--- config.mk ---
export PLATFORM = sky130hd
export DESIGN_NAME = pwr_seq_ctrl
export DESIGN_NICKNAME = d
export VERILOG_FILES = /design/src/rtl/pwr_seq_pkg.sv /design/src/rtl/pwr_dly_clamp.sv /design/src/rtl/pwr_dly_timer.sv /design/src/rtl/pwr_clk_ramp.sv /design/src/rtl/pwr_run_cnt.sv /design/src/rtl/pwr_seq_ctrl.sv
export SDC_FILE = /design/constraint.sdc
export NUM_CORES = 1
export LEC_CHECK = 0
export ABC_AREA = 1
export BUFFER_PORTS_ARGS = -buffer_cell sky130_fd_sc_hd__buf_4
export CORE_MARGIN = 5
export CORE_UTILIZATION = 50
export CTS_CLUSTER_DIAMETER = 30
export DETAILED_ROUTE_END_ITERATION = 10
export MAX_ROUTING_LAYER = met4
export PLACE_DENSITY_LB_ADDON = 0.05
export SLEW_MARGIN = 15
export SYNTH_ARGS = -nofsm -noshare
export SYNTH_HDL_FRONTEND = slang
export SYNTH_SLANG_ARGS = --single-unit
--- constraint.sdc ---
create_clock -name clk -period 3.2 [get_ports clk]
set_clock_uncertainty 0.1 [all_clocks]
set_input_delay 0.64 -clock clk [delete_from_list [all_inputs] [get_ports clk]]
set_output_delay 0.64 -clock clk [all_outputs]
set_load 0.05 [all_outputs]
--- src/rtl/pwr_seq_pkg.sv ---
package pwr_seq_pkg;

  typedef enum logic [2:0] {
    ST_AWAKE   = 3'd0,
    ST_IO_OFF  = 3'd1,
    ST_CLK_OFF = 3'd2,
    ST_ASLEEP  = 3'd3,
    ST_EXIT    = 3'd4,
    ST_RAMP    = 3'd5,
    ST_IO_ON   = 3'd6
  } pwr_st_e;

endpackage

--- src/rtl/pwr_dly_clamp.sv ---
module pwr_dly_clamp #(
  parameter int W   = 6,
  parameter int MIN = 1
) (
  input  logic [W-1:0] raw,
  output logic [W-1:0] eff
);
  localparam logic [W-1:0] MIN_V = W'(MIN);

  always_comb begin
    eff = (raw < MIN_V) ? MIN_V : raw;
  end
endmodule

--- src/rtl/pwr_dly_timer.sv ---
module pwr_dly_timer #(
  parameter int W = 6
) (
  input  logic         clk,
  input  logic         rst,
  input  logic         restart,
  input  logic [W-1:0] limit,
  output logic         done
);
  logic [W-1:0] tmr_q;

  // limit is at least 1 after clamping, so limit-1 never wraps
  assign done = (tmr_q == (limit - W'(1)));

  always_ff @(posedge clk) begin
    if (rst || restart) begin
      tmr_q <= '0;
    end else if (!done) begin
      tmr_q <= tmr_q + W'(1);
    end
  end
endmodule

--- src/rtl/pwr_clk_ramp.sv ---
module pwr_clk_ramp #(
  parameter int NCLK = 16,
  parameter int NGRP = 3,
  parameter int SW   = 2
) (
  input  logic            clk,
  input  logic            rst,
  input  logic            clear,
  input  logic            fill,
  input  logic [SW-1:0]   step,
  output logic [NCLK-1:0] en_q
);
  localparam int GW = (NCLK + NGRP - 1) / NGRP;

  for (genvar i = 0; i < NCLK; i++) begin : g_bit
    localparam int GRP = i / GW;
    always_ff @(posedge clk) begin
      if (rst) begin
        en_q[i] <= 1'b1;
      end else if (clear) begin
        en_q[i] <= 1'b0;
      end else if (fill && (int'(step) >= GRP)) begin
        en_q[i] <= 1'b1;
      end
    end
  end
endmodule

--- src/rtl/pwr_run_cnt.sv ---
module pwr_run_cnt #(
  parameter int CNT_W = 16
) (
  input  logic             clk,
  input  logic             rst,
  input  logic             freeze_set,
  input  logic             freeze_clr,
  output logic [CNT_W-1:0] exit_count
);
  logic [CNT_W-1:0] cnt_q;
  logic             frz_q;

  always_ff @(posedge clk) begin
    if (rst) begin
      cnt_q      <= '0;
      frz_q      <= 1'b0;
      exit_count <= '0;
    end else begin
      if (!frz_q) begin
        cnt_q <= cnt_q + CNT_W'(1);
      end
      if (freeze_set) begin
        frz_q <= 1'b1;
      end else if (freeze_clr) begin
        frz_q      <= 1'b0;
        exit_count <= cnt_q;
      end
    end
  end
endmodule

--- src/rtl/pwr_seq_ctrl.sv ---
module pwr_seq_ctrl
  import pwr_seq_pkg::*;
#(
  parameter int NCLK        = 16,
  parameter int NGRP        = 3,
  parameter int DLY_W       = 6,
  parameter int CNT_W       = 16,
  parameter int MIN_IO_OFF  = 1,
  parameter int MIN_CLK_OFF = 11,
  parameter int MIN_CLK_ON  = 1,
  parameter int MIN_IO_ON   = 40
) (
  input  logic             clk,
  input  logic             rst,
  input  logic             sleep_req,
  input  logic [DLY_W-1:0] dly_io_off,
  input  logic [DLY_W-1:0] dly_clk_off,
  input  logic [DLY_W-1:0] dly_clk_on,
  input  logic [DLY_W-1:0] dly_io_on,
  output logic [NCLK-1:0]  clk_en,
  output logic             io_en,
  output logic             asleep,
  output logic [2:0]       state,
  output logic [CNT_W-1:0] exit_count
);
  localparam int SW = (NGRP > 2) ? $clog2(NGRP) : 1;
  localparam logic [SW-1:0] LAST_STEP = SW'(NGRP - 2);

  pwr_st_e st_q, st_nxt;
  logic [DLY_W-1:0] t_io_off, t_clk_off, t_clk_on, t_io_on, t_sel;
  logic             t_done, t_restart;
  logic [SW-1:0]    step_q, fill_step;
  logic             ramp_fill, ramp_clr;
  logic             do_io_off, do_io_on, do_sleep, do_wake, do_exit;

  pwr_dly_clamp #(.W(DLY_W), .MIN(MIN_IO_OFF))  u_c1 (.raw(dly_io_off),  .eff(t_io_off));
  pwr_dly_clamp #(.W(DLY_W), .MIN(MIN_CLK_OFF)) u_c2 (.raw(dly_clk_off), .eff(t_clk_off));
  pwr_dly_clamp #(.W(DLY_W), .MIN(MIN_CLK_ON))  u_c3 (.raw(dly_clk_on),  .eff(t_clk_on));
  pwr_dly_clamp #(.W(DLY_W), .MIN(MIN_IO_ON))   u_c4 (.raw(dly_io_on),   .eff(t_io_on));

  always_comb begin
    case (st_q)
      ST_IO_OFF:  t_sel = t_io_off;
      ST_CLK_OFF: t_sel = t_clk_off;
      ST_EXIT:    t_sel = t_clk_on;
      ST_IO_ON:   t_sel = t_io_on;
      default:    t_sel = DLY_W'(1);
    endcase
  end

  pwr_dly_timer #(.W(DLY_W)) u_tmr (
    .clk(clk), .rst(rst), .restart(t_restart), .limit(t_sel), .done(t_done)
  );

  always_comb begin
    st_nxt    = st_q;
    ramp_fill = 1'b0;
    ramp_clr  = 1'b0;
    do_io_off = 1'b0;
    do_io_on  = 1'b0;
    do_sleep  = 1'b0;
    do_wake   = 1'b0;
    do_exit   = 1'b0;
    fill_step = '0;
    case (st_q)
      ST_AWAKE: if (sleep_req) st_nxt = ST_IO_OFF;
      ST_IO_OFF: if (t_done) begin
        st_nxt    = ST_CLK_OFF;
        do_io_off = 1'b1;
      end
      ST_CLK_OFF: if (t_done) begin
        st_nxt   = ST_ASLEEP;
        ramp_clr = 1'b1;
        do_sleep = 1'b1;
      end
      ST_ASLEEP: if (!sleep_req) begin
        st_nxt  = ST_EXIT;
        do_exit = 1'b1;
      end
      ST_EXIT: begin
        if (sleep_req) begin
          st_nxt = ST_IO_OFF;
        end else if (t_done) begin
          st_nxt    = ST_RAMP;
          ramp_fill = 1'b1;
        end
      end
      ST_RAMP: begin
        if (sleep_req) begin
          st_nxt = ST_IO_OFF;
        end else begin
          ramp_fill = 1'b1;
          fill_step = step_q + SW'(1);
          if (step_q == LAST_STEP) st_nxt = ST_IO_ON;
        end
      end
      ST_IO_ON: begin
        if (sleep_req) begin
          st_nxt = ST_IO_OFF;
        end else if (t_done) begin
          st_nxt   = ST_AWAKE;
          do_io_on = 1'b1;
          do_wake  = 1'b1;
        end
      end
      default: st_nxt = ST_AWAKE;
    endcase
  end

  assign t_restart = (st_nxt != st_q);

  pwr_clk_ramp #(.NCLK(NCLK), .NGRP(NGRP), .SW(SW)) u_ramp (
    .clk(clk), .rst(rst), .clear(ramp_clr), .fill(ramp_fill),
    .step(fill_step), .en_q(clk_en)
  );

  pwr_run_cnt #(.CNT_W(CNT_W)) u_cnt (
    .clk(clk), .rst(rst), .freeze_set(do_sleep), .freeze_clr(do_wake),
    .exit_count(exit_count)
  );

  always_ff @(posedge clk) begin
    if (rst) begin
      st_q   <= ST_AWAKE;
      step_q <= '0;
      io_en  <= 1'b1;
      asleep <= 1'b0;
    end else begin
      st_q   <= st_nxt;
      step_q <= (st_q == ST_RAMP && !sleep_req) ? step_q + SW'(1) : '0;
      if (do_io_off) io_en <= 1'b0;
      else if (do_io_on) io_en <= 1'b1;
      if (do_sleep) asleep <= 1'b1;
      else if (do_exit) asleep <= 1'b0;
    end
  end

  assign state = st_q;
endmodule

# Yosys cells after proc, flatten, opt, wreduce, memory -nomap -nowiden
# Cells that the tools add are included.
[totals] memories=0 mem_bits_rw=0 reg_bits=49 latchBits=0 output_inout_bits=37 rom_bits=0
[classes] n_eq_ne=9 div=0 mux=38 n_reduce_logical=14 n_addsub=4 bitwise=2 multipliers=0 shift=0 n_lt_le_gt_ge=6
[op_table] operator="$mux W3" n=10
[op_table] operator="$mux W6" n=4
[op_table] operator="$pmux W6 S4" n=1
[op_table] operator="$pmux W3 S7" n=1
[op_table] operator="$mux W1" n=19
[op_table] operator="$add A16 B1 Y16 const B" n=1
[op_table] operator="$lt A6 B1 Y1 const B" n=2
[op_table] operator="$reduce_bool A2 Y1" n=6
[op_table] operator="$eq A3 B3 Y1 const B" n=3
[op_table] operator="$add A6 B1 Y6 const B" n=1
[op_table] operator="$eq A3 B2 Y1 const B" n=2
[op_table] operator="$eq A6 B6 Y1" n=1
[op_table] operator="$lt A6 B4 Y1 const B" n=1
[op_table] operator="$lt A6 B6 Y1 const B" n=1
[op_table] operator="$sub A6 B1 Y6 const B" n=1
[op_table] operator="$mux W2" n=2
[op_table] operator="$eq A3 B1 Y1 const B" n=1
[op_table] operator="$logic_and A1 B1 Y1" n=3
[op_table] operator="$logic_not A3 Y1" n=1
[op_table] operator="$ne A3 B3 Y1" n=1
[op_table] operator="$add A2 B1 Y2 const B" n=1
[op_table] operator="$eq A2 B1 Y1 const B" n=1
[op_table] operator="$ge A2 B1 Y1 const B" n=1
[op_table] operator="$ge A2 B2 Y1 const B" n=1
[op_table] operator="other kinds (6)" n=7

# Depth between registers and ports, before layout
# Gate-level depths: netlist of the first run.
[depth] ltp_word=11 ltp_mapped=22

# Cells and area by module
# Synthesis of the first run repeated with hierarchy kept, for this count alone.
[hier_totals] cells_unflattened=459 area_unflattened_um2=2994.1
[by_module_without_submodules] mod="pwr_run_cnt" cells_each=179 n_inst=1 area_each_um2=1357.6 seq_area_each_um2=660.6
[by_module_without_submodules] mod="pwr_seq_ctrl" cells_each=114 n_inst=1 area_each_um2=680.7 seq_area_each_um2=140.1
[by_module_without_submodules] mod="pwr_dly_timer" cells_each=87 n_inst=1 area_each_um2=533.0 seq_area_each_um2=120.1
[by_module_without_submodules] mod="pwr_clk_ramp" cells_each=30 n_inst=1 area_each_um2=212.7 seq_area_each_um2=60.1
[by_module_without_submodules] mod="pwr_dly_clamp at u_c1 ..." cells_each=11 n_inst=2 area_each_um2=42.5 seq_area_each_um2=0.0
[by_module_without_submodules] mod="pwr_dly_clamp at u_c2" cells_each=15 n_inst=1 area_each_um2=67.6 seq_area_each_um2=0.0
[by_module_without_submodules] mod="pwr_dly_clamp at u_c4" cells_each=12 n_inst=1 area_each_um2=57.6 seq_area_each_um2=0.0

# Worst setup path after synthesis of the first run
# No wires, ideal clock.
[synth_timing] kind="reg2reg" from="register st_q[2] (netlist: state[2])" to="register u_tmr.tmr_q[1]" required_time_ns=2.984 setup_time_ns=0.116 n_path_buf=0 stages_incl_launch_ff=19 t_arrival_ns=2.793 path_slack_ns=0.191 synth_period_minus_slack_ns=3.009 path_cell_list="dfxtp_1 -> inv_2 -> nor2_2 -> nand2_2 -> nor2_1 -> nor2_1 -> nand3_2 -> nor2_4 -> ha_1 -> xor2_1 -> nand3_1 -> nor2_1 -> nand2_4 -> inv_1 -> nand2_1 -> nand3_1 -> nand2_1 -> nand3_2 -> nor2_1"
[synth_via] elab_chain_len=9 elab_cells_between_ends=23 cone_classes="add/sub (1); eq/ne (8); mux (12); reduce/logical (2)"
[synth_rtl] item="start: declaration" line_no="pwr_seq_ctrl.sv:29" rtl="pwr_st_e st_q, st_nxt;"
[synth_rtl] item="start signal: assignment" line_no="pwr_seq_ctrl.sv:129" rtl="st_q <= st_nxt;"
[synth_rtl] item="$eq A3 B3 Y1 (tied with other cells)" line_no="pwr_seq_ctrl.sv:42, pwr_seq_ctrl.sv:65"
[synth_rtl] item="$pmux W6 S4" line_no="pwr_seq_ctrl.sv:42" rtl="case (st_q)"
[synth_rtl] item="$sub A6 B1 Y6" line_no="pwr_dly_timer.sv:13" rtl="assign done = (tmr_q == (limit - W'(1)));"
[synth_rtl] item="$eq A6 B6 Y1" line_no="pwr_dly_timer.sv:13"
[synth_rtl] item="$mux W3 (on tied branches)" line_no="pwr_seq_ctrl.sv:100, pwr_seq_ctrl.sv:83"
[synth_rtl] item="$mux W3 (on tied branches)" line_no="pwr_seq_ctrl.sv:98, pwr_seq_ctrl.sv:81"
[synth_rtl] item="$pmux W3 S7" line_no="pwr_seq_ctrl.sv:65" rtl="case (st_q)"
[synth_rtl] item="$ne A3 B3 Y1" line_no="pwr_seq_ctrl.sv:110" rtl="assign t_restart = (st_nxt != st_q);"
[synth_rtl] item="$logic_or A1 B1 Y1" line_no="pwr_dly_timer.sv:16" rtl="if (rst || restart) begin"
[synth_rtl] item="end signal: assignment" line_no="pwr_dly_timer.sv:19" rtl="tmr_q <= tmr_q + W'(1);"
[synth_rtl] item="end: declaration" line_no="pwr_dly_timer.sv:10" rtl="logic [W-1:0] tmr_q;"
# Parallel ways exist; a longest one is shown, timed or not.
# A chain may end at the register's enable or synchronous reset.

# Worst setup path after layout of the first run
[layout_timing] from="register st_q[2] (netlist: state[2])" to="register u_tmr.tmr_q[5]"
# Same word-level chain as after synthesis.

==> results by group, run 1 <==
Clock network
  • Sinks on Clock Net: 49
  • Clock root buffer master: sky130_fd_sc_hd__clkbuf_8
  • Worst-path clk slew: about 0.09 ns
  • Number of hold buffers added after cts: 0
  • Deepest clock path buffer count: 2
  • Total setup buffers inserted after CTS: 0
  • CTS H-tree lvls: 2
  • Num CTS Buffers: 5
  • CTS tree: yes
  • Clock insertion delay at the later pin of the skew report: roughly 0.3 ns
  • Count of cells resized by post-cts repair: 0

Synthesis
  • Most used flip-flop cell after synthesis: sky130_fd_sc_hd__dfxtp_1
  • Number of distinct standard cells referenced by the synthesized netlist: 31
  • Gate count of the mapped netlist: ~400
  • Sequential-to-total area share from yosys stat: between 30% and 40%
  • Async set or reset register ratio after synthesis: 0%
  • Avg Synthesized Cell Area: ~6.7 um2
  • Synthesized area: 2649 um2
  • EDFF count, synth: 0
  • Net count after synthesis: 427
  • Yosys warns: 0
  • Post-synthesis register bit count: 49

Place
  • Port Buffers: 63
  • Post-DP HPWL: between 4000 and 5000 um
  • Final estimated routing congestion in global placement: around 0.93
  • Placed cell count: slightly above 500
  • Placement-stage worst setup slack: roughly 0.11 ns

Detailed routing
  • Overall routed net length: roughly 6400 um
  • Overall via count from detail_route: about 2700
  • Average wire length per cell after detail routing: 12.21 um
  • Initial DRC Count: between 150 and 200
  • DRC violation count after routing: 0
  • Number of antenna-violating nets in the routed design: 0
  • Iteration count of the initial detailed-routing pass: 4
  • Number of vias per cell: between 5 and 6

Finish
  • Total inserted antenna cells: 0
  • Most common library cell in the layout ignoring fill and taps: sky130_fd_sc_hd__nand2_1
  • Filler cell count: a little under 500
  • Multi-input gate area: around 1400 um2
  • Area added between synthesis and finish: 23.62%
  • Count of placed standard cells in the final layout, fillers left out: 526
  • Fraction of layout instances using a drive strength above 1: between 20% and 30%
  • Layout net count: just under 500
  • Area of all sequential standard cells: between 900 and 1000 um2
  • Leading cell types in the layout, fill and taps excluded: sky130_fd_sc_hd__nand2_1 (89), sky130_fd_sc_hd__buf_4 (71), sky130_fd_sc_hd__nor2_1 (57)

Power and ir drop
  • Power density of the placed cells: ~640 nW/um2
  • Internal power summed over all cells: 1207 uW
  • Fraction of power consumed by the clock network: 18.6%
  • Sw Ratio: 42.55%
  • Power share of the combinational group: 48.5%
  • Total net switching power: roughly 890 uW
  • Worst supply voltage drop on vdd: 0.0004384 V
  • Total Power: 2101 uW
  • Share of total power in sequential cells: 32.9%
  • Reported leakage power: about 0.0015 uW

Worst hold path
  • Hold crit path type: reg -> reg
  • Min-Delay Path Depth: 2

Worst setup path
  • Critical Path Fanout Max: 8
  • Critical path required time: between 3 and 4 ns
  • Arr. time, crit path: slightly below 3 ns
  • Classification of the worst setup path: reg -> reg
  • Critical Path End Type: flip-flop
  • Critical path launch point type: flip-flop
  • Worst reg-to-reg path cell count: 20

Job
  • Max-capacitance violation count: 0

Global route
  • Global-route wire length before repair: 11050 um
  • Total gr overflow: 0
  • Total track usage: 21.10%
  • Initial antenna violation count: 0
  • Vias in the first global route: between 2000 and 3000
  • Maximum number of pins on one net before global-route repair: 29

Floorplan
  • Die extent in y: just over 80 um
  • Die width: about 83 um
  • Core footprint: 5140 um2
  • Die Area: between 6000 and 7000 um2
  • # IOs: 64
  • Initial Utilization: between 50% and 60%
  • Row count: 26

Timing
  • Highest achievable clock rate: around 350 MHz
  • Final max-slew violation count: 0
  • Slew margin rel.: 55.68%
  • Aggregate negative setup slack: 0 ns
  • Worst-Margin Slew: 0.6607 ns
  • Final worst-path setup slack: roughly 0.33 ns
  • Setup violation total in the final timing report: 0
  • Endpoints failing hold: 0
  • Share of the cycle needed by the critical path after routing: between 80% and 90%
  • Setup repair after global routing missed its margin: no
  • Minimum clock period: approximately 2.9 ns
  • Fin Hold WS: 0.3678 ns

Status
  • Result of the run: finished, final reports clean
[through the flow]
step                area (um2)  utilization, %
floorplan                 2649               -
global placement          3157           61.42
detailed placement        3157           61.42
CTS                       3258           63.39
global route              3274           63.71
finish                    3274           63.71
[cell type report]
| type | instances | area share [%] |
|---|---|---|
| inverters | 49 | 5.617 |
| flip-flops and latches | 49 | 30.03 |
| clock inverters | 1 | 0.1528 |
| well taps | 70 | 2.675 |
| repair buffers | 72 | 16.89 |
| clock buffers | 7 | 2.942 |
| multi-input cells | 278 | 41.69 |
[routing by layer]
layer | track usage (%) | wire, um | vias up
met5 | - | 0 | -
met4 | 8.170 | 174 | 0
met3 | 4.104 | 451 | 14
met2 | 36.70 | 2978 | 87
met1 | 23.89 | 2821 | 1205
li1 | - | - | 1381
[Yosys cell counts (3+ instances only)]
| cell type | number | area share, % |
|---|---|---|
| sky130_fd_sc_hd__nand2_1 | 90 | 13 |
| sky130_fd_sc_hd__o21ai_1 | 4 | 0.76 |
| sky130_fd_sc_hd__a21oi_1 | 25 | 4.7 |
| sky130_fd_sc_hd__inv_2 | 3 | 0.43 |
| sky130_fd_sc_hd__clkbuf_1 | 5 | 0.71 |
| sky130_fd_sc_hd__inv_1 | 45 | 6.4 |
| sky130_fd_sc_hd__nand3_1 | 22 | 4.2 |
| sky130_fd_sc_hd__dfxtp_1 | 49 | 37 |
| sky130_fd_sc_hd__nand4_1 | 4 | 0.94 |
| sky130_fd_sc_hd__nor2_2 | 3 | 0.71 |
| sky130_fd_sc_hd__nor2_1 | 58 | 8.2 |
| sky130_fd_sc_hd__nor3_1 | 9 | 1.7 |
| sky130_fd_sc_hd__xor2_1 | 7 | 2.3 |
| sky130_fd_sc_hd__ha_1 | 4 | 1.9 |
| sky130_fd_sc_hd__buf_4 | 13 | 3.7 |
| sky130_fd_sc_hd__nand2_2 | 3 | 0.71 |
| sky130_fd_sc_hd__o21ai_0 | 22 | 4.2 |
| sky130_fd_sc_hd__a31oi_1 | 13 | 3.1 |
[path summary, 6_finish.rpt]
check	startpoint	endpoint	slack [ns]
setup / recovery	state[2]	u_tmr.tmr_q[5]	0.33
hold / removal	u_cnt.exit_count[2]	u_cnt.exit_count[2]	0.37
setup reg to reg	state[2]	u_tmr.tmr_q[5]	0.33
hold reg to reg	u_cnt.exit_count[2]	u_cnt.exit_count[2]	0.37
[critical path, cell delays in order, from the launching register on]
cell and delay, ns:
sky130_fd_sc_hd__dfxtp_2 0.45, sky130_fd_sc_hd__inv_2 0.09, sky130_fd_sc_hd__nor2_2 0.12, sky130_fd_sc_hd__nand2_2 0.15
sky130_fd_sc_hd__nor2_1 0.15, sky130_fd_sc_hd__nor2_1 0.06, sky130_fd_sc_hd__nand2_1 0.11, sky130_fd_sc_hd__inv_1 0.06
sky130_fd_sc_hd__ha_1 0.22, sky130_fd_sc_hd__inv_1 0.06, sky130_fd_sc_hd__nand2_1 0.05, sky130_fd_sc_hd__nand2_1 0.08
sky130_fd_sc_hd__xor2_1 0.19, sky130_fd_sc_hd__nor2_2 0.08, sky130_fd_sc_hd__nand2_4 0.12, sky130_fd_sc_hd__inv_1 0.08
sky130_fd_sc_hd__buf_4 0.13, sky130_fd_sc_hd__nor2_1 0.14, sky130_fd_sc_hd__nand3_1 0.12, sky130_fd_sc_hd__xor2_1 0.16
sky130_fd_sc_hd__nor2_1 0.06
[state kept, by name (all words and copies together), names as in the netlist]
name / count
asleep: 1
io_en: 1
state: 3
step_q: 2
u_cnt.cnt_q: 16
u_cnt.exit_count: 16
u_cnt.frz_q: 1
u_ramp.en_q: 3
u_tmr.tmr_q: 6
[kinds of logic after synthesis]
group / count (synthesis) / share of synthesized area, %
and+or+nand+nor: 198 / 32.59
buffers and inverters: 69 / 11.95
AOI/OAI and AO/OA: 68 / 13.84
DFF: 49 / 37.03
xor gates and xnor gates: 7 / 2.315
adders and majority gates: 4 / 1.890
muxes: 1 / 0.3779
[power by group through the flow]
stage / Combinational [uW] / Sequential, uW / Clock, uW
4_1_cts: 1000 / 690 / 404
3_5_place_dp: 1000 / 704 / 0
2_1_floorplan: 662 / 759 / 0
6_report: 1020 / 692 / 391
5_1_grt: 1140 / 701 / 427
3_3_place_gp: 981 / 704 / 0
(Power assumes the default switching activity.)
==> inputs of run 2 (changes only) <==
- GPL_ROUTABILITY_DRIVEN: default -> 0
- SETUP_SLACK_MARGIN: default -> 0.3
- clock period: 3.2 -> 3.7 ns (I/O delays scaled with it)
==> run 2 against run 1 <==
Net effect: core utilization down 1.4 points; largest cell class unchanged; critical path depth unchanged; cell area down 2.2%; cell count decreased by 1.1%.
==> results by group, run 2 (synthesis results as in run 1) <==
Status
  • Result of the run: finished, final reports clean

Power and ir drop
  • Power density of the placed cells: approximately 540 nW/um2
  • Reported leakage power: around 0.0014 uW
  • Worst supply voltage drop on vdd: ~0.00032 V

Detailed routing
  • DRC violation count after routing: 0
  • Overall via count from detail_route: about 2600
  • Overall routed net length: between 6000 and 7000 um
  • Initial DRC Count: 83
  • Iteration count of the initial detailed-routing pass: 4
  • Number of vias per cell: between 4 and 5
  • Number of antenna-violating nets in the routed design: 0
  • Average wire length per cell after detail routing: 11.84 um

Floorplan
  • Die Area: 6853 um2
  • Core footprint: roughly 5100 um2
  • Row count: 26
  • Initial Utilization: between 50 and 60%
  • # IOs: 64
  • Die extent in y: slightly above 80 um
  • Die width: about 83 um

Worst hold path
  • Hold crit path type: reg -> reg

Finish
  • Area added between synthesis and finish: 20.93%
  • Utilization of the core after routing: 62.32%
  • Leading cell types in the layout, fill and taps excluded: sky130_fd_sc_hd__nand2_1 (89), sky130_fd_sc_hd__buf_4 (67), sky130_fd_sc_hd__nor2_1 (58)
  • Most common library cell in the layout ignoring fill and taps: sky130_fd_sc_hd__nand2_1
  • Fraction of layout instances using a drive strength above 1: between 20% and 30%
  • Layout net count: slightly below 500
  • Total inserted antenna cells: 0
  • Count of placed standard cells in the final layout, fillers left out: 520
  • Largest registers in the final layout: u_cnt.cnt_q x16, u_cnt.exit_count x16, u_tmr.tmr_q x6

Timing
  • Minimum clock period: just over 3 ns
  • Setup repair after global routing missed its margin: no
  • Fin Hold WS: between 0.3 and 0.4 ns
  • Highest achievable clock rate: roughly 330 MHz
  • Share of the cycle needed by the critical path after routing: 81.59%
  • Final max-slew violation count: 0
  • Final worst-path setup slack: roughly 0.68 ns
  • Worst-Margin Slew: about 0.66 ns
  • Aggregate negative setup slack: 0 ns
  • Endpoints failing hold: 0
  • Setup violation total in the final timing report: 0
  • Slew margin rel.: a little under three fifths

Clock network
  • CTS tree: yes
  • Worst-path clk slew: about 0.090 ns
  • Total setup buffers inserted after CTS: 0
  • CTS H-tree lvls: 2
  • Sinks on Clock Net: just under 50
  • Clock root buffer master: sky130_fd_sc_hd__clkbuf_8
  • Num CTS Buffers: 5
  • Clock insertion delay at the later pin of the skew report: roughly 0.29 ns
  • Deepest clock path buffer count: 2

Global route
  • Total track usage: 19.99%
  • Vias in the first global route: between 2000 and 2500
  • Total gr overflow: 0
  • Maximum number of pins on one net before global-route repair: 29
  • Initial antenna violation count: 0
  • Global-route wire length before repair: ~10000 um

Worst setup path
  • CP max stage cell: sky130_fd_sc_hd__ha_1
  • Delay of the slowest cell on the worst path: 0.23 ns
  • Arr. time, crit path: between 3 and 4 ns
  • Most frequent CP cell: sky130_fd_sc_hd__nand2_1
  • Register-to-register setup slack: approximately 0.73 ns
  • Critical Path Fanout Max: 10
  • CP delay by family, top: simple AND/OR/NAND/NOR gates
  • Critical path launch point type: input pin
  • Critical path required time: 3.83 ns
  • Critical Path End Type: flip-flop
  • CP cell instances: buf_4, nand2_1, nand2_1, nand2_1, nor2_1, nor2_1, nand3_2, nor2_4, ha_1, nand4_1, nand2_1, xor2_1, nor2_1, nand2_4, clkinvlp_4, nand2_2, nand3_1, nand2_1, nand3_2, nor2_1
  • Classification of the worst setup path: in -> reg
  • Combined buffer and inverter count along the critical path: 2

Place
  • Placed cell count: slightly above 500
  • Placement-stage worst setup slack: 0.2452 ns
  • Port Buffers: between 60 and 70
  • Post-DP HPWL: 4772 um

Job
  • Max-capacitance violation count: 0
## run 2: stage by stage
stage / total power, uW / area, um2
after floorplan: 1229 / 2649
after global placement: 1400 / 3107
after detailed placement: 1413 / 3107
after CTS: 1723 / 3193
after global routing: 1864 / 3203
final: 1727 / 3203
## run 2: path summary, 6_finish.rpt
kind                         endpoint          from  cells after the start
setup reg to reg  u_cnt.exit_count[2]      state[1]                     15
hold reg to reg             step_q[0]     step_q[0]                      1
setup / recovery       u_tmr.tmr_q[5]  dly_io_on[5]                     20
hold / removal              step_q[0]     step_q[0]                      1
## run 2: layout make-up
type	count	area, um2
Fill cell	519	1937
Multi-Input combinational cell	278	1354
Sequential cell	49	984.7
Timing Repair Buffer	67	503.0
Inverter	49	187.7
Tap cell	70	87.58
Clock buffer	7	86.33
## run 2: power by group
group | leakage, uW | switching, uW | total [uW] | internal (uW)
sequential | 0.000397 | 43.7 | 604 | 560
clock | 0.0000443 | 160 | 308 | 149
combinational | 0.000976 | 548 | 814 | 266
## run 2: per-layer routing
| metal | routed length, um | up-vias | global-route usage [%] |
|---|---|---|---|
| li1 | - | 1374 | - |
| met1 | 2823 | 1108 | 23.12 |
| met2 | 2816 | 67 | 34.54 |
| met3 | 371 | 13 | 3.780 |
| met4 | 146 | 0 | 7.190 |
| met5 | 0 | - | - |
## run 2: worst reg2reg max path, stage by stage (launching register included)
cell                      delay [ns]
sky130_fd_sc_hd__dfxtp_2        0.43
sky130_fd_sc_hd__inv_2          0.09
sky130_fd_sc_hd__nor2_1         0.17
sky130_fd_sc_hd__nand2_1        0.13
sky130_fd_sc_hd__a21oi_1        0.26
sky130_fd_sc_hd__nor2_4         0.10
sky130_fd_sc_hd__ha_1           0.31
sky130_fd_sc_hd__xor2_1         0.14
sky130_fd_sc_hd__nand3_1        0.09
sky130_fd_sc_hd__nor2_1         0.22
sky130_fd_sc_hd__nand2_4        0.16
sky130_fd_sc_hd__nor3_4         0.13
sky130_fd_sc_hd__buf_4          0.24
sky130_fd_sc_hd__inv_1          0.15
sky130_fd_sc_hd__nand2_1        0.09
sky130_fd_sc_hd__a21oi_1        0.05
## run 2: repair_timing
item                       CTS  global route
hold buffers                 0             0
gates resized for setup      0             5
setup endpoints to repair    0             8
==> inputs of run 3 (changes only) <==
- CORE_UTILIZATION: 50 -> 48
- clock period: 3.7 -> 2.5 ns (I/O delays scaled with it)
==> run 3 against run 2 <==
Net effect: the flow now finishes with violations (negative setup slack); sequential cell count unchanged; non-clock buffer count up 76; clock power up 87%; register-to-register slack worse by 0.98 ns; wire length up 43%; total power up 110%; combinational power rose to 2.7 times the previous value; sequential power up 51%; die area up 3.7%; cell area up 35%; critical path depth down 2; via count up 20%; largest power group unchanged.
==> results by group, run 3 (synthesis results as in run 1) <==
Detailed routing
  • Number of vias per cell: 5.139
  • Average wire length per cell after detail routing: ~15 um
  • Initial DRC Count: approximately 180
  • Overall routed net length: between 8000 and 9000 um
  • Number of antenna-violating nets in the routed design: 0
  • Iteration count of the initial detailed-routing pass: 4
  • DRC violation count after routing: 0
  • Overall via count from detail_route: between 3000 and 4000

Power and ir drop
  • Power density of the placed cells: between 800 and 900 nW/um2
  • Total Power: between 3000 and 4000 uW
  • Reported leakage power: slightly below 0.002 uW
  • Worst supply voltage drop on vdd: between 0.0004 and 0.0005 V

Worst setup path
  • Delay of the slowest cell on the worst path: approximately 0.4 ns
  • Critical path required time: roughly 2.6 ns
  • Classification of the worst setup path: reg -> reg
  • Critical Path End Type: flip-flop
  • Critical path launch point type: flip-flop
  • CP cell instances: inv_8, nand2_8, nand3_4, nand2_2, nor2_2, nand3_2, nor2_4, ha_4, nand4_1, nand2_2, xor2_2, nor2_4, nand2_4, buf_4, nand3_1, nor2_1, xor2_1, nor2_2
  • Critical Path Fanout Max: 6
  • CP max stage cell: sky130_fd_sc_hd__dfxtp_4
  • Arr. time, crit path: 2.83 ns

Timing
  • Final worst-path setup slack: -0.2472 ns
  • Endpoints failing hold: 0
  • Final max-slew violation count: 0
  • Setup violation total in the final timing report: 31
  • Slew margin rel.: between 70% and 80%
  • Aggregate negative setup slack: -5.660 ns
  • Share of the cycle needed by the critical path after routing: 109.9%
  • Highest achievable clock rate: between 300 and 400 MHz
  • Setup repair after global routing missed its margin: yes
  • Minimum clock period: 2.747 ns
  • Worst-Margin Slew: 0.3138 ns

Floorplan
  • Die extent in y: ~84 um
  • Die width: 84.29 um
  • Initial Utilization: roughly half
  • Die Area: 7104 um2
  • Row count: 27
  • # IOs: 64
  • Core footprint: about 5400 um2

Clock network
  • CTS tree: yes
  • Clock root buffer master: sky130_fd_sc_hd__clkbuf_8
  • Deepest clock path buffer count: 2
  • Num CTS Buffers: 5
  • Number of hold buffers added after cts: 0
  • CTS H-tree lvls: 2
  • Clock insertion delay at the later pin of the skew report: ~0.30 ns
  • Sinks on Clock Net: a little under 50
  • Worst-path clk slew: 0.09 ns

Finish
  • Most common library cell in the layout ignoring fill and taps: sky130_fd_sc_hd__buf_4
  • Fraction of layout instances using a drive strength above 1: between 40% and 50%
  • Layout net count: 557
  • Leading cell types in the layout, fill and taps excluded: sky130_fd_sc_hd__buf_4 (128), sky130_fd_sc_hd__nand2_1 (70), sky130_fd_sc_hd__dfxtp_1 (44)
  • Largest registers in the final layout: u_cnt.cnt_q x16, u_cnt.exit_count x16, u_tmr.tmr_q x6
  • Total inserted antenna cells: 0
  • Count of placed standard cells in the final layout, fillers left out: between 500 and 600
  • Area added between synthesis and finish: 63.72%

Job
  • Max-capacitance violation count: 0

Place
  • Placed cell count: about 560
  • Port Buffers: 63
  • Post-DP HPWL: roughly 5600 um

Global route
  • Total track usage: between 20% and 30%
  • Maximum number of pins on one net before global-route repair: 25
  • Global-route wire length before repair: between 10000 and 15000 um
  • Initial antenna violation count: 0
  • Total gr overflow: 0
  • Vias in the first global route: 2788

Status
  • Violated checks: negative setup slack
  • Result of the run: complete, but fails checks

Worst hold path
  • Hold crit path type: reg -> reg
## run 3: cell count changes in the layout (fill, tap and decap cells not counted), moves of 8 or more
cell and delta:
sky130_fd_sc_hd__nor2_1 -20, sky130_fd_sc_hd__buf_6 +11, sky130_fd_sc_hd__buf_4 +61, sky130_fd_sc_hd__nand3_1 -10, sky130_fd_sc_hd__nand2_1 -19, sky130_fd_sc_hd__o21ai_0 -8
sky130_fd_sc_hd__nand2_2 +13, sky130_fd_sc_hd__nor2_4 +13
## run 3: final timing paths
path / start / end / slack [ns] / cells past startpoint
setup reg to reg: state[1] / u_tmr.tmr_q[4] / -0.25 / 18
setup / recovery: state[1] / u_tmr.tmr_q[4] / -0.25 / 18
hold / removal: u_cnt.exit_count[1] / u_cnt.exit_count[1] / 0.37 / 2
hold reg to reg: u_cnt.exit_count[1] / u_cnt.exit_count[1] / 0.37 / 2
## run 3: repair_timing
| item | in CTS | in global routing |
|---|---|---|
| gates cloned | 0 | 2 |
| buffers inserted | 14 | 17 |
| setup endpoints to repair | 31 | 36 |
| resized for setup | 26 | 91 |
| pin swaps | 25 | 24 |
## run 3: worst max-delay path: cells and delay by family (launching register included)
kind / cells / cell delay, ns
AND/OR/NAND/NOR: 13 / 1.31
XOR/XNOR: 2 / 0.43
flip-flops: 1 / 0.39
buffers and inverters: 2 / 0.24
adder cells (fa/ha/maj): 1 / 0.16
## run 3: metal layers
layer | wire length, um | GRT usage (%) | vias up | part of all wire [%]
li1 | - | - | 1529 | -
met1 | 3515 | 24.06 | 1429 | 40
met2 | 4487 | 36.51 | 95 | 51
met3 | 521 | 5.397 | 25 | 5.9
met4 | 263 | 7.895 | 0 | 3.0
met5 | 0 | - | - | 0
## run 3: final cells by class
cell class / count / area [um2]
Clock buffer: 7 / 86.33
Multi-Input combinational cell: 278 / 1757
Inverter: 49 / 198.9
Fill cell: 362 / 1102
Sequential cell: 49 / 999.7
Tap cell: 72 / 90.09
Timing Repair Buffer: 143 / 1175
Clock inverter: 1 / 30.03
## run 3: where the power goes
part	total [uW]	switching, uW	internal (uW)
logic	2190	1250	941
registers	912	78.1	834
clock network	575	249	326
total	3680	1580	2100
## run 3: per-stage QoR
stage	hold slack (ns)	instance area [um2]	utilization, %	setup slack, ns
after floorplan	0.3320	2716	-	-0.1073
after global placement	0.3544	3512	64.57	-0.2265
after detailed placement	0.3582	3512	64.57	-0.3336
after CTS	0.3677	3795	69.77	-0.07737
after global routing	0.3972	4337	79.73	-0.4235
final	0.3673	4337	79.73	-0.2472
